$ cat config.mk
export PLATFORM = sky130hd
export DESIGN_NAME = vec_irq_hub
export DESIGN_NICKNAME = d
export VERILOG_FILES = /design/src/rtl/vec_irq_pkg.sv /design/src/rtl/irq_cfg_regs.sv /design/src/rtl/irq_pick.sv /design/src/rtl/irq_preempt_fsm.sv /design/src/rtl/vec_irq_hub.sv
export SDC_FILE = /design/constraint.sdc
export NUM_CORES = 1
export LEC_CHECK = 0
export ABC_AREA = 1
export BUFFER_PORTS_ARGS = -buffer_cell sky130_fd_sc_hd__buf_2
export CORE_MARGIN = 3
export CORE_UTILIZATION = 50
export CTS_CLUSTER_DIAMETER = 60
export CTS_CLUSTER_SIZE = 8
export DETAILED_ROUTE_END_ITERATION = 8
export MAX_ROUTING_LAYER = met4
export PLACE_DENSITY = 0.73
export SLEW_MARGIN = 10
export SYNTH_ARGS = -nofsm -noshare
export SYNTH_HDL_FRONTEND = slang
export SYNTH_SLANG_ARGS = --single-unit
$ cat constraint.sdc
create_clock -name clk -period 128.9 [get_ports clk]
set_clock_uncertainty 0.1 [all_clocks]
set_input_delay 19.335 -clock clk [delete_from_list [all_inputs] [get_ports clk]]
set_output_delay 19.335 -clock clk [all_outputs]
set_load 0.1 [all_outputs]
$ cat src/rtl/vec_irq_pkg.sv
package vec_irq_pkg;
    localparam int unsigned NIRQ   = 32;
    localparam int unsigned PRIO_W = 4;
    localparam int unsigned WIN_W  = 16;
    localparam int unsigned IDX_W  = $clog2(NIRQ);
    localparam int unsigned LVL_W  = PRIO_W + 1;
    localparam logic [31:0] CAUSE_EXT = 32'h8000_000B;

    typedef enum logic [0:0] {
        ST_RUN   = 1'b0,
        ST_SERVE = 1'b1
    } hub_state_e;
endpackage

$ cat src/rtl/irq_cfg_regs.sv
module irq_cfg_regs
    import vec_irq_pkg::*;
#(
    parameter int unsigned N  = NIRQ,
    parameter int unsigned PW = PRIO_W,
    localparam int unsigned IW = $clog2(N)
) (
    input  logic            clk,
    input  logic            rst_n,
    input  logic            en_we,
    input  logic [IW-1:0]   en_idx,
    input  logic            en_bit,
    input  logic            pri_we,
    input  logic [IW-1:0]   pri_idx,
    input  logic [PW-1:0]   pri_val,
    output logic [N-1:0]    en_q,
    output logic [N*PW-1:0] prio_flat
);
    for (genvar g = 0; g < N; g++) begin : g_line
        logic [PW-1:0] prio_q;

        always_ff @(posedge clk) begin
            if (!rst_n) begin
                en_q[g] <= 1'b0;
                prio_q  <= '0;
            end else begin
                if (en_we && en_idx == IW'(g))
                    en_q[g] <= en_bit;
                if (pri_we && pri_idx == IW'(g))
                    prio_q <= pri_val;
            end
        end

        assign prio_flat[g*PW +: PW] = prio_q;

        AST_EN_WRITE: assert property (@(posedge clk) disable iff (!rst_n)
            (en_we && en_idx == IW'(g)) |=> (en_q[g] == $past(en_bit)));
    end
endmodule

$ cat src/rtl/irq_pick.sv
module irq_pick
    import vec_irq_pkg::*;
#(
    parameter int unsigned N  = NIRQ,
    parameter int unsigned PW = PRIO_W,
    localparam int unsigned IW = $clog2(N),
    localparam int unsigned LW = PW + 1
) (
    input  logic            clk,
    input  logic            rst_n,
    input  logic [N-1:0]    pend,
    input  logic [N-1:0]    en,
    input  logic [N*PW-1:0] prio_flat,
    input  logic [LW-1:0]   level,
    output logic            found,
    output logic [IW-1:0]   win_idx,
    output logic [PW-1:0]   win_prio
);
    logic [N-1:0] qual;

    for (genvar g = 0; g < N; g++) begin : g_qual
        assign qual[g] = pend[g] && en[g] &&
                         ({1'b0, prio_flat[g*PW +: PW]} >= level);
    end

    // Scan from the top line down; ">=" lets a lower line win a tie.
    always_comb begin
        found    = 1'b0;
        win_idx  = '0;
        win_prio = '0;
        for (int i = N - 1; i >= 0; i--) begin
            if (qual[i] && (!found || prio_flat[i*PW +: PW] >= win_prio)) begin
                found    = 1'b1;
                win_idx  = IW'(i);
                win_prio = prio_flat[i*PW +: PW];
            end
        end
    end

    AST_WINNER_LIVE: assert property (@(posedge clk) disable iff (!rst_n)
        found |-> (pend[win_idx] && en[win_idx]));
    AST_WINNER_ABOVE_LEVEL: assert property (@(posedge clk) disable iff (!rst_n)
        found |-> ({1'b0, win_prio} >= level));
    AST_NONE_MEANS_EMPTY: assert property (@(posedge clk) disable iff (!rst_n)
        (!found && level == '0) |-> ((pend & en) == '0));
endmodule

$ cat src/rtl/irq_preempt_fsm.sv
module irq_preempt_fsm
    import vec_irq_pkg::*;
#(
    parameter int unsigned PW = PRIO_W,
    localparam int unsigned LW = PW + 1
) (
    input  logic          clk,
    input  logic          rst_n,
    input  logic          take,
    input  logic          ret,
    input  logic          req_now,
    input  logic [PW-1:0] take_prio,
    output logic          ext_req,
    output logic [LW-1:0] level,
    output logic [31:0]   cause,
    output logic          serving
);
    hub_state_e    st_q, st_d;
    logic [LW-1:0] saved_q;
    logic          do_take, do_ret;

    assign do_take = (st_q == ST_RUN) && take && ext_req;
    assign do_ret  = (st_q == ST_SERVE) && ret;

    always_comb begin
        st_d = st_q;
        unique case (st_q)
            ST_RUN:   if (do_take) st_d = ST_SERVE;
            ST_SERVE: if (do_ret)  st_d = ST_RUN;
            default:  st_d = ST_RUN;
        endcase
    end

    always_ff @(posedge clk) begin
        if (!rst_n) st_q <= ST_RUN;
        else        st_q <= st_d;
    end

    always_ff @(posedge clk) begin
        if (!rst_n) begin
            ext_req <= 1'b0;
            level   <= '0;
            saved_q <= '0;
            cause   <= '0;
        end else begin
            ext_req <= req_now && !do_take;
            if (do_take) begin
                saved_q <= level;
                level   <= {1'b0, take_prio} + LW'(1);
                cause   <= CAUSE_EXT;
            end else if (do_ret) begin
                level <= saved_q;
            end
        end
    end

    assign serving = (st_q == ST_SERVE);

    AST_REQ_DROPS_ON_TAKE: assert property (@(posedge clk) disable iff (!rst_n)
        do_take |=> !ext_req);
    AST_CAUSE_ON_TAKE: assert property (@(posedge clk) disable iff (!rst_n)
        do_take |=> (cause == CAUSE_EXT));
    AST_LEVEL_RAISED: assert property (@(posedge clk) disable iff (!rst_n)
        do_take |=> (level > $past(level)));
    AST_LEVEL_RESTORED: assert property (@(posedge clk) disable iff (!rst_n)
        do_ret |=> (level == $past(saved_q)));
    AST_RET_IGNORED: assert property (@(posedge clk) disable iff (!rst_n)
        (!serving && !do_take) |=> $stable(level));
endmodule

$ cat src/rtl/vec_irq_hub.sv
module vec_irq_hub
    import vec_irq_pkg::*;
#(
    parameter int unsigned N  = NIRQ,
    parameter int unsigned PW = PRIO_W,
    parameter int unsigned WW = WIN_W,
    localparam int unsigned IW = $clog2(N),
    localparam int unsigned LW = PW + 1,
    localparam int unsigned NWIN = N / WW,
    localparam int unsigned SW = (NWIN > 1) ? $clog2(NWIN) : 1,
    localparam int unsigned PADW = 32 - 1 - IW - 2
) (
    input  logic          clk,
    input  logic          rst_n,
    input  logic [N-1:0]  irq_lines,
    input  logic          timer_pend,
    input  logic          en_we,
    input  logic [IW-1:0] en_idx,
    input  logic          en_bit,
    input  logic          pri_we,
    input  logic [IW-1:0] pri_idx,
    input  logic [PW-1:0] pri_val,
    input  logic [SW-1:0] win_sel,
    input  logic          take,
    input  logic          ret,
    output logic [WW-1:0] win_data,
    output logic [31:0]   next_irq,
    output logic [31:0]   status,
    output logic          ext_req,
    output logic [31:0]   cause,
    output logic [LW-1:0] cur_level,
    output logic          serving
);
    logic [N-1:0]    en_q;
    logic [N*PW-1:0] prio_flat;
    logic            found;
    logic [IW-1:0]   pick_idx;
    logic [PW-1:0]   pick_prio;

    irq_cfg_regs #(.N(N), .PW(PW)) u_cfg (
        .clk(clk), .rst_n(rst_n),
        .en_we(en_we), .en_idx(en_idx), .en_bit(en_bit),
        .pri_we(pri_we), .pri_idx(pri_idx), .pri_val(pri_val),
        .en_q(en_q), .prio_flat(prio_flat)
    );

    irq_pick #(.N(N), .PW(PW)) u_pick (
        .clk(clk), .rst_n(rst_n),
        .pend(irq_lines), .en(en_q), .prio_flat(prio_flat),
        .level(cur_level),
        .found(found), .win_idx(pick_idx), .win_prio(pick_prio)
    );

    irq_preempt_fsm #(.PW(PW)) u_fsm (
        .clk(clk), .rst_n(rst_n),
        .take(take), .ret(ret),
        .req_now(found), .take_prio(pick_prio),
        .ext_req(ext_req), .level(cur_level),
        .cause(cause), .serving(serving)
    );

    always_comb begin
        win_data = '0;
        for (int w = 0; w < int'(NWIN); w++)
            if (win_sel == SW'(w)) win_data = irq_lines[w*WW +: WW];
    end

    assign next_irq = found ? {1'b0, {PADW{1'b0}}, pick_idx, 2'b00}
                            : {1'b1, {PADW{1'b0}}, {IW{1'b0}}, 2'b00};

    always_comb begin
        status     = '0;
        status[7]  = timer_pend;
        status[11] = ext_req;
    end

    AST_NEXT_ALIGNED: assert property (@(posedge clk) disable iff (!rst_n)
        next_irq[1:0] == 2'b00);
    AST_REQ_FOLLOWS: assert property (@(posedge clk) disable iff (!rst_n)
        (found && !take) |=> ext_req);
    AST_NO_REQ_WHEN_EMPTY: assert property (@(posedge clk) disable iff (!rst_n)
        !found |=> !ext_req);
endmodule

==> results.md <==
* Status: complete, no violations
* Total wire length at 46.8 mm
* Final Hold Fails at 0
* Cell with the most instances after synthesis: nand2_1
* CP Launch Type: primary input
* Worst hold endpoint: u_cfg.en_q[2]
* Number of DRC markers in iteration 0 at 1408
* CTS sink count at 173
* Worst EP arrival at 58.90 ns
* EDFF count, synth at 0
* Worst-path clk slew at 0.07 ns
* Grt met3 use at 2.99%
* Vias/cell at 5.46
* Worst hold stages at 2
* Width of the chip at 183 um
* Vias in the first global route at 13727
* Post-Syn Area at 15700 um^2
* Setup TNS at 0 ns
* IO Count at 174
* WS Path Type: in -> out
* Worst min path class: reg -> reg
* Clk_lat worst skew at 0.45 ns
* Seq/Total Area, Yosys at 22.1%
* Hold Crit Start: u_cfg.en_q[2]
* Asr flop ratio synth at 0%
* Syn avg cell area at 6.74 um^2
* Largest net degree at the start of global routing at 76
* Most common library cells after synthesis: nand2_1 (456), inv_1 (316), o21ai_0 (250), ha_1 (230), a21oi_1 (228)
* Worst-Margin Slew at 0.991 ns
* Relative slew slack at 34.0%
* Nets at 2659
* HPWL after DPL at 34.3 mm
* Critical Path Slowest Stage Cell: buf_2
* Clock root buffer: clkbuf_16
* Crit path capture type: primary output
* Most used cell, CP: nand2_1
* Top cells by area, synth: dfxtp_1 (22%), ha_1 (18%), nand2_1 (11%), o21ai_0 (8.0%), inv_1 (7.6%)
* YS warnings at 0
* DR vias at 15203
* Num CTS Buffers at 17
* Number of post-CTS setup repair buffers at 0
* RR Startpoint: u_fsm.level[3]
* Routed len/inst at 16.8 um
* Drt pass-1 iters at 7
* Final Max Slew Viols at 0
* Synth top area share at 22.1%
* Grt met1 use at 37.3%
* Core area at 30700 um^2
* # port buffers at 87
* Period minus WS final at 78.33 ns
* Maximum vdd drop at 0.00960 mV
* CTS tree: done
* Synth area leader: dfxtp_1
* CP Data Required Time at 109.47 ns
* Die ar. at 33500 um^2
* Antenna violations before repair at 0
* Fraction of layout cells with a size suffix above 1 at 11.9%
* Global-route met2 utilization at 44.8%
* Count of different cell masters after synthesis at 50
* FF-to-FF setup slack at 88.34 ns
* Leakage power at 7.87 nW
* DRC violations left at 0
* Total grt overflow at 0
* Routability congestion estimate from global placement at 1.01
* Register-to-Register Path Depth at 322
* Layout area overhead at 6.00%
* Initial Util at 50.9%
* GRT Overall Usage at 28.1%
* CTS Buffer Depth at 2
* Post-CTS resize count at 0
* CTS H-tree lvls at 4
* FP Rows at 64
* Number of synthesized register bits at 173
* Highest Clock Rate at 12.8 MHz
* PwrDens at 9.26 nW/um^2
* Ant diodes at 0
* First-pass GRT wire length at 73.3 mm
* R2r endpoint: u_fsm.level[2]
* Max Cap Viol at 0
* Gr busiest metal: met2
* Maximum fanout along the worst path at 13
* Routed Antenna Nets at 0
* Fillers at 2999
* Hold buffers post-CTS at 0
* Final setup fails at 0
* CP peak stage delay at 0.53 ns
* RSZ-0062 raised after global routing: false
* Period utilization at 60.8%
* Most used DFF post-synth: dfxtp_1
* Final Util at 54.0%
* Die H at 183 um
* Synthesized instance count at 2323
==> placed cells by master (no fill, tap or decap), types with 3 or more instances in the layout <==
cell       Yosys  layout
o21bai_1      24      24
inv_6          0       6
inv_2         10      10
and2_1         5       5
nand2_2       79      79
o21ai_0      250     250
nand3_1      158     158
conb_1         1      84
nor2_2         3       4
nand2_1      456     456
o21a_1         6       6
dfxtp_1      173     172
buf_2          1      87
nor3_1         3       3
clkinv_1       3       3
nand3_2       21      21
nand2_4       22      22
inv_1        316     316
a31oi_1        4       4
a21boi_0       6       6
clkbuf_16      0      17
a21oi_1      228     228
inv_8          0       3
buf_4         92      13
ha_1         230     230
nor4_1        11      11
nand4_1        9       9
nor2_1       124     123
mux2_2         6       6
==> sequential cells by signal (all words and copies together), names as in the netlist <==
signal and flops:
u_fsm.ext_req 1, u_fsm.level 5, u_fsm.saved_q 5, u_fsm.cause 1, u_cfg.g_line.prio_q 128, u_fsm.serving 1, u_cfg.en_q 32
==> worst max-delay path by stage <==
stage	startpoint	endpoint	slack, ns	cells after the start
finish	irq_lines[31]	next_irq[5]	50.57	314
floorplan	irq_lines[31]	next_irq[5]	53.78	320
global route	irq_lines[31]	next_irq[5]	45.60	314
CTS	irq_lines[31]	next_irq[5]	50.85	314
detailed placement	irq_lines[31]	next_irq[5]	51.05	314
global placement	irq_lines[31]	next_irq[5]	52.60	315
==> final cells by class <==
| class | instances | area [um^2] | area share (%) |
|---|---|---|---|
| Clock inverter | 15 | 175 | 1.06 |
| Inverter | 331 | 1260 | 7.60 |
| Clock buffer | 17 | 425 | 2.56 |
| Multi-Input combinational cell | 1751 | 10200 | 61.7 |
| Timing Repair Buffer | 100 | 533 | 3.21 |
| Tap cell | 396 | 495 | 2.99 |
| Sequential cell | 173 | 3460 | 20.9 |
==> report_power, final <==
part           leakage, nW  internal [mW]  total [mW]  switching (mW)
registers             1.40         0.0541      0.0547        0.000629
logic                 6.18        0.00919      0.0436          0.0344
clock network        0.291         0.0294      0.0554          0.0261
total                 7.87         0.0927       0.154          0.0611
==> critical path: cells and delay by family <==
family | cells | cell delay [ns]
compound gates | 96 | 14.24
simple gates | 152 | 13.65
fa+ha+maj | 31 | 8.73
buf+inv | 35 | 2.90
==> layer usage <==
metal | vias to the layer above | wire length, um
met2 | 541 | 21400
met5 | - | 0
met4 | 0 | 1540
met1 | 6980 | 21000
met3 | 102 | 2900
li1 | 7580 | -
==> per-stage QoR <==
step	std cells	power (mW)	hold slack (ns)	instance area [um^2]	worst slack, ns
after floorplan	2406	0.0929	0.330	16000	53.78
after global placement	2751	0.0983	0.344	16000	52.60
after detailed placement	2751	0.0990	0.344	16000	51.05
after CTS	2783	0.153	0.355	16600	50.85
after global routing	2783	0.160	0.375	16600	45.60
final	2783	0.154	0.358	16600	50.57
==> cell families (layout without fill, tap and decap cells) <==
logic type	after synthesis	after routing	synth area share, %
muxes	6	6	0.432
DFF	173	173	22.1
and+or+nand+nor	896	896	26.5
AOI/OAI and AO/OA	535	535	18.0
adders and majority gates	230	230	18.4
other	1	84	0.0240
buffers and inverters	482	463	14.5
Power figures use the tool's default switching activity.
